`src/rtl/dmac_pkg.sv`:
```
// Package: shared widths and the window-identifier-to-shift mapping for
// the dual-mode MAC processing element.
// Assumes the activation is twice the nibble width.
package dmac_pkg;

    localparam int ACT_W  = 8;
    localparam int NIB_W  = ACT_W / 2;
    localparam int MAX_SH = ACT_W - NIB_W;
    localparam int SH_W   = $clog2(MAX_SH + 1);

    // Map a window identifier to a left-shift amount for a given option count.
    function automatic logic [SH_W-1:0] win_to_shift(input int id, input int opts);
        int step;
        step = MAX_SH / (opts - 1);
        if (id >= opts - 1) return SH_W'(MAX_SH);
        return SH_W'(id * step);
    endfunction

endpackage

```
`src/rtl/dmac_lane.sv`:
```
// Module: dmac_lane
// One 4b x 8b multiplier lane followed by a dynamic left shift.
// Assumes an unsigned nibble, a signed weight and a shift of at most MAX_SH.
// The output is sign-extended wide enough that the shift never loses bits.
module dmac_lane #(
    parameter int NIB_W  = 4,
    parameter int WGT_W  = 8,
    parameter int SH_W   = 3,
    parameter int MAX_SH = 4,
    localparam int RAW_W = NIB_W + WGT_W + 1,
    localparam int OUT_W = RAW_W + MAX_SH
) (
    input  logic [NIB_W-1:0]        nib,
    input  logic signed [WGT_W-1:0] wgt,
    input  logic [SH_W-1:0]         sh,
    output logic signed [OUT_W-1:0] prod
);

    logic signed [RAW_W-1:0] raw;
    logic signed [OUT_W-1:0] ext;

    // Multiply the zero-extended nibble by the signed weight.
    always_comb raw = $signed({1'b0, nib}) * wgt;

    // Sign-extend the raw product and apply the window shift.
    always_comb begin
        ext  = {{MAX_SH{raw[RAW_W-1]}}, raw};
        prod = ext <<< sh;
    end

endmodule

```
`src/rtl/dmac_acc.sv`:
```
// Module: dmac_acc
// Output-stationary partial-sum register with synchronous clear.
// Assumes the lane sum is already sign-extended to ACC_W by the caller.
// Clear takes priority over accumulation, and the sum wraps modulo 2^ACC_W.
module dmac_acc #(
    parameter int ACC_W = 32
) (
    input  logic                    clk,
    input  logic                    rst_n,
    input  logic                    clr,
    input  logic                    en,
    input  logic signed [ACC_W-1:0] addend,
    output logic signed [ACC_W-1:0] acc
);

    // Hold, clear or add the incoming product on each edge.
    always_ff @(posedge clk) begin
        if (!rst_n)   acc <= '0;
        else if (clr) acc <= '0;
        else if (en)  acc <= acc + addend;
    end

    assert_clear_R6: assert property (@(posedge clk) disable iff (!rst_n)
        ($past(rst_n) && $past(clr)) |-> (acc == '0));

    assert_hold_R5: assert property (@(posedge clk) disable iff (!rst_n)
        ($past(rst_n) && !$past(clr) && !$past(en)) |-> $stable(acc));

    assert_add_R8: assert property (@(posedge clk) disable iff (!rst_n)
        ($past(rst_n) && !$past(clr) && $past(en)) |-> (acc == $past(acc) + $past(addend)));

endmodule

```
`src/rtl/dmac_fwd.sv`:
```
// Module: dmac_fwd
// One-cycle register stage that passes operands to the downstream element.
// Assumes every forwarded field is packed into a single vector by the caller.
module dmac_fwd #(
    parameter int W = 8
) (
    input  logic         clk,
    input  logic         rst_n,
    input  logic [W-1:0] d,
    output logic [W-1:0] q
);

    // Register the operand bundle and clear it in reset.
    always_ff @(posedge clk) begin
        if (!rst_n) q <= '0;
        else        q <= d;
    end

    assert_fwd_delay_R7: assert property (@(posedge clk) disable iff (!rst_n)
        $past(rst_n) |-> (q == $past(d)));

endmodule

```
`src/rtl/dmac_pe.sv`:
```
// Module: dmac_pe
// Dual-mode processing element. It computes either one 8b x 8b product or two
// shifted 4b x 8b products per cycle and accumulates them in place.
// Operands are forwarded downstream after one register stage.
// Assumes WIN_OPTS is 2, 3 or 5, so that 4/(WIN_OPTS-1) is an integer.
module dmac_pe
    import dmac_pkg::*;
#(
    parameter int WGT_W    = 8,
    parameter int ACC_W    = 32,
    parameter int WIN_OPTS = 5,
    parameter int ID_W     = 3
) (
    input  logic                    clk,
    input  logic                    rst_n,
    input  logic                    clr_i,
    input  logic                    vld_i,
    input  logic [ACT_W-1:0]        act_i,
    input  logic signed [WGT_W-1:0] w1_i,
    input  logic signed [WGT_W-1:0] w2_i,
    input  logic                    pair_i,
    input  logic                    wsel_i,
    input  logic [ID_W-1:0]         win_hi_i,
    input  logic [ID_W-1:0]         win_lo_i,
    output logic [ACT_W-1:0]        act_o,
    output logic signed [WGT_W-1:0] w1_o,
    output logic signed [WGT_W-1:0] w2_o,
    output logic                    pair_o,
    output logic                    wsel_o,
    output logic [ID_W-1:0]         win_hi_o,
    output logic [ID_W-1:0]         win_lo_o,
    output logic                    vld_o,
    output logic signed [ACC_W-1:0] psum
);

    localparam int LANES  = 2;
    localparam int LP_W   = NIB_W + WGT_W + 1 + MAX_SH;
    localparam int SUM_W  = LP_W + 1;
    localparam int STEP   = MAX_SH / (WIN_OPTS - 1);
    localparam int FWD_W  = ACT_W + 2 * WGT_W + 3 + 2 * ID_W;

    logic [NIB_W-1:0]        nib  [LANES];
    logic signed [WGT_W-1:0] wsel [LANES];
    logic [SH_W-1:0]         sh   [LANES];
    logic signed [LP_W-1:0]  lp   [LANES];
    logic signed [SUM_W-1:0] lane_sum;
    logic signed [ACC_W-1:0] addend;
    logic signed [WGT_W-1:0] pass_w;

    // Choose the single weight that both lanes use in pass-through mode.
    always_comb pass_w = wsel_i ? w2_i : w1_i;

    // Lane 1 carries the upper nibble and lane 0 the lower one.
    // Each lane gets its weight and shift from the mode.
    always_comb begin
        nib[1] = act_i[ACT_W-1:NIB_W];
        nib[0] = act_i[NIB_W-1:0];
        if (pair_i) begin
            wsel[1] = w1_i;
            wsel[0] = w2_i;
            sh[1]   = win_to_shift(int'(win_hi_i), WIN_OPTS);
            sh[0]   = win_to_shift(int'(win_lo_i), WIN_OPTS);
        end else begin
            wsel[1] = pass_w;
            wsel[0] = pass_w;
            sh[1]   = SH_W'(MAX_SH);
            sh[0]   = '0;
        end
    end

    for (genvar g = 0; g < LANES; g++) begin : g_lane
        dmac_lane #(
            .NIB_W (NIB_W),
            .WGT_W (WGT_W),
            .SH_W  (SH_W),
            .MAX_SH(MAX_SH)
        ) u_lane (
            .nib (nib[g]),
            .wgt (wsel[g]),
            .sh  (sh[g]),
            .prod(lp[g])
        );

        assert_shift_legal_R4: assert property (@(posedge clk) disable iff (!rst_n)
            (int'(sh[g]) <= MAX_SH) && ((int'(sh[g]) % STEP) == 0));
    end

    // Add the two lane products and sign-extend the sum to accumulator width.
    always_comb begin
        lane_sum = SUM_W'(lp[1]) + SUM_W'(lp[0]);
        addend   = {{(ACC_W-SUM_W){lane_sum[SUM_W-1]}}, lane_sum};
    end

    dmac_acc #(.ACC_W(ACC_W)) u_acc (
        .clk   (clk),
        .rst_n (rst_n),
        .clr   (clr_i),
        .en    (vld_i),
        .addend(addend),
        .acc   (psum)
    );

    dmac_fwd #(.W(FWD_W)) u_fwd (
        .clk  (clk),
        .rst_n(rst_n),
        .d    ({act_i, w1_i, w2_i, pair_i, wsel_i, vld_i, win_hi_i, win_lo_i}),
        .q    ({act_o, w1_o, w2_o, pair_o, wsel_o, vld_o, win_hi_o, win_lo_o})
    );

    assert_pass_equiv_R2: assert property (@(posedge clk) disable iff (!rst_n)
        !pair_i |-> (lane_sum == SUM_W'($signed({1'b0, act_i}) * pass_w)));

endmodule

```
`config.mk`:
```
export PLATFORM = sky130hd
export DESIGN_NAME = dmac_pe
export DESIGN_NICKNAME = d
export VERILOG_FILES = /design/src/rtl/dmac_pkg.sv /design/src/rtl/dmac_lane.sv /design/src/rtl/dmac_acc.sv /design/src/rtl/dmac_fwd.sv /design/src/rtl/dmac_pe.sv
export SDC_FILE = /design/constraint.sdc
export NUM_CORES = 1
export LEC_CHECK = 0
export BUFFER_PORTS_ARGS = -buffer_cell sky130_fd_sc_hd__buf_2
export CAP_MARGIN = 20
export CORE_UTILIZATION = 45
export DETAILED_ROUTE_END_ITERATION = 12
export HOLD_SLACK_MARGIN = 0.02
export SLEW_MARGIN = 10
export SYNTH_ARGS = -nofsm -noshare
export SYNTH_HDL_FRONTEND = slang
export SYNTH_HIERARCHICAL = 1
export SYNTH_SLANG_ARGS = --single-unit
```
`constraint.sdc`:
```
create_clock -name clk -period 9 [get_ports clk]
set_input_delay 0.45 -clock clk [delete_from_list [all_inputs] [get_ports clk]]
set_output_delay 0.45 -clock clk [all_outputs]
set_load 0.05 [all_outputs]
```
==> results.toml <==
[clocking]
htree_levels = 3
ctsHoldBuffers = 0
tritoncts = "yes"
cts_sinks = 65
cts_max_path_buffers = 2
cts.clk_slew.worst_paths_ps = 60
cts-resized-gates = 0
root_buffer = "clkbuf_16"
clock_latency_ps = 340
cts_setup_buffers = 0
cts_made_buffers = 9

[grt]
grt_pass1_vias = 7484
antenna_found_initial = 0
track_usage = 0.226
grt_first_pass_wirelength_um = 37100
grt.overflow.total = 0
grt_max_degree = 37

[detailed_routing]
drc = 0
vias = 7914
viasPerCell = 5.51
first_pass_iters = 7
dr.first_iter.drc_count = 525
post_drt_wl_per_cell_um = 15.3
drtAntennaViolNets = 0
drt-total-wl_um = 22000

[sta]
fin_crit_sh = 0.882
slew_violations = 0
tightest_slew_ps = 882
finClkSkew_ps = 5.17
rsz0062_at_grt = "false"
finalHoldViolations = 0
fmax_ghz = 0.126
max_slew_margin = 0.412
finalSetupViolCount = 0
min_period_ps = 7930
fin_setup_tns_ps = 0

[pwr]
p_leak_uw = 0.00479
ir_worst_vdd_mv = 0.211
p_per_area_mw_per_mm2 = 384

[finish]
final_core_util = 0.511
seq_area_mm2 = 0.00130
fillers = 1914
areaGrowthSynthToFinish_pct = 11.4
drive_above_1_share = 0.206
antenna_cells = 0
final_nets = 1335
multiInputGateArea_mm2 = 0.00703
post-route-cell-area_mm2 = 0.00991

[floorplan]
rows = 51
die_y_um = 143
io_pins = 101
initial_core_util = 0.459
core_mm2 = 0.0194
die_area_mm2 = 0.0203
die-width_um = 143

[setup_path]
cp-start-kind = "input port"
critical_path_class = "input port to flop"
slowest_delay_ps = 540
crit_arrival_ps = 8160
cpMostUsedCell = "ha_1"
cp.required_ps = 9230
slowest_stage = "fa_1"
crit_family = "adder cells"
path_max_fanout = 10
worstSetupEndpointType = "flop"
path_buf_inv = 3

[logic_synthesis]
yosysUniqueCellTypes = 83
ys_warn_count = 6
synth.area.top_cells = "dfxtp_1 (15%), ha_1 (13%), fa_1 (8.1%), inv_1 (4.0%), and2_1 (3.9%)"
seq_area_frac_synth = 0.146
yosys.area.top_type = "dfxtp_1"
syn_nets = 1259
syn_area_mm2 = 0.00890
synthTopCellsByCount = "ha_1 (96), inv_1 (96), nand2_1 (79)"
syn_area_per_cell_um2 = 8.16
yosysTopAreaCellShare = 0.146
ys_async_sr_fraction = 0
synth_edf_count = 0
synth_ff_type = "dfxtp_1"
netlist_instances = 1091
synth_seq_cells = 65

[placement]
dpl_cell_area_mm2 = 0.00958
gp_congestion = 0.888
place_hpwl_um = 17200
io_buffers = 100

[status]
outcome = "finished, final reports clean"

[flow_run]
maxCapViolCount = 0

[min_path]
hold_path_class = "input port to flop"
## worst paths after layout
kind / slack (ps) / endpoint / from / cells after the start
worst max-delay path: 1070 / u_acc/acc[30] / pair_i / 31
worst min-delay path: 340 / u_fwd/q[1] / win_lo_i[1] / 2
worst max register to register: 6110 / u_acc/acc[28] / u_acc/acc[0] / 11
worst min register to register: 480 / u_acc/acc[28] / u_acc/acc[28] / 2
## state kept, by name, summed over array words and instances (netlist names)
register,cells
u_fwd/q,33
u_acc/acc,32
## power breakdown
group	switching [µW]	total, µW	internal (µW)
Sequential	37.3	376	338
Combinational	1880	3030	1150
Clock	144	395	251
## stage by stage
step | instances | total power [µW] | setup slack [ps] | hold slack (ps)
2_1_floorplan | 1091 | 2820 | 1360 | 586
3_3_place_gp | 1421 | 3380 | 766 | 476
3_5_place_dp | 1421 | 3370 | 728 | 478
4_1_cts | 1437 | 3800 | 1070 | 321
5_1_grt | 1437 | 4150 | 424 | 340
6_report | 1437 | 3800 | 1070 | 337
## cell type report
cell class,instances,area share
clock inverter,6,0.00909
sequential,65,0.131
timing repair buffer,108,0.0566
multi-input combinational,887,0.709
inverter,96,0.0364
clock buffer,10,0.0241
tap,265,0.0335
## placed cells by master, fill, tap and decap left out, types with 5 or more instances in the layout
cell | synthesis | layout
o21ai_1 | 18 | 18
a211oi_1 | 16 | 16
a21oi_2 | 6 | 6
a31oi_1 | 9 | 9
or3_1 | 6 | 6
xor2_1 | 22 | 22
a21boi_0 | 5 | 5
a21o_1 | 29 | 29
buf_2 | 13 | 100
mux2_2 | 18 | 18
nand3_1 | 26 | 26
ha_1 | 96 | 96
nand2_1 | 79 | 79
buf_4 | 5 | 8
o211ai_1 | 13 | 13
a211oi_2 | 7 | 7
dfxtp_1 | 65 | 65
nor2_1 | 68 | 68
nand4_1 | 17 | 17
nand2_2 | 6 | 6
and2_1 | 55 | 55
nor3_1 | 32 | 32
xnor2_1 | 25 | 25
o21ai_0 | 36 | 36
nor2b_1 | 16 | 16
and2_2 | 35 | 35
o21bai_1 | 7 | 7
o31ai_1 | 7 | 7
fa_1 | 36 | 36
o22ai_1 | 11 | 10
mux2i_1 | 32 | 32
clkbuf_16 | 0 | 9
a21oi_1 | 60 | 60
inv_1 | 96 | 96
nand2b_1 | 12 | 12
## layer usage
metal	share of wire	vias to the layer above	GRT usage	wire length, µm
li1	-	4024	-	-
met1	0.50	3700	0.317	10900
met2	0.45	168	0.357	9800
met3	0.038	22	0.0302	846
met4	0.019	0	0.0690	413
met5	0	-	0	0
## kinds of logic (layout without fill, tap and decap cells)
family / count (synthesis) / count (layout) / share of synthesized area
simple gates: 382 / 382 / 0.234
compound gates: 270 / 270 / 0.225
buf+inv: 139 / 220 / 0.0647
fa+ha+maj: 132 / 132 / 0.216
flops: 65 / 65 / 0.146
mux: 55 / 55 / 0.0665
xor+xnor: 48 / 48 / 0.0481
Power figures use the tool's default switching activity.
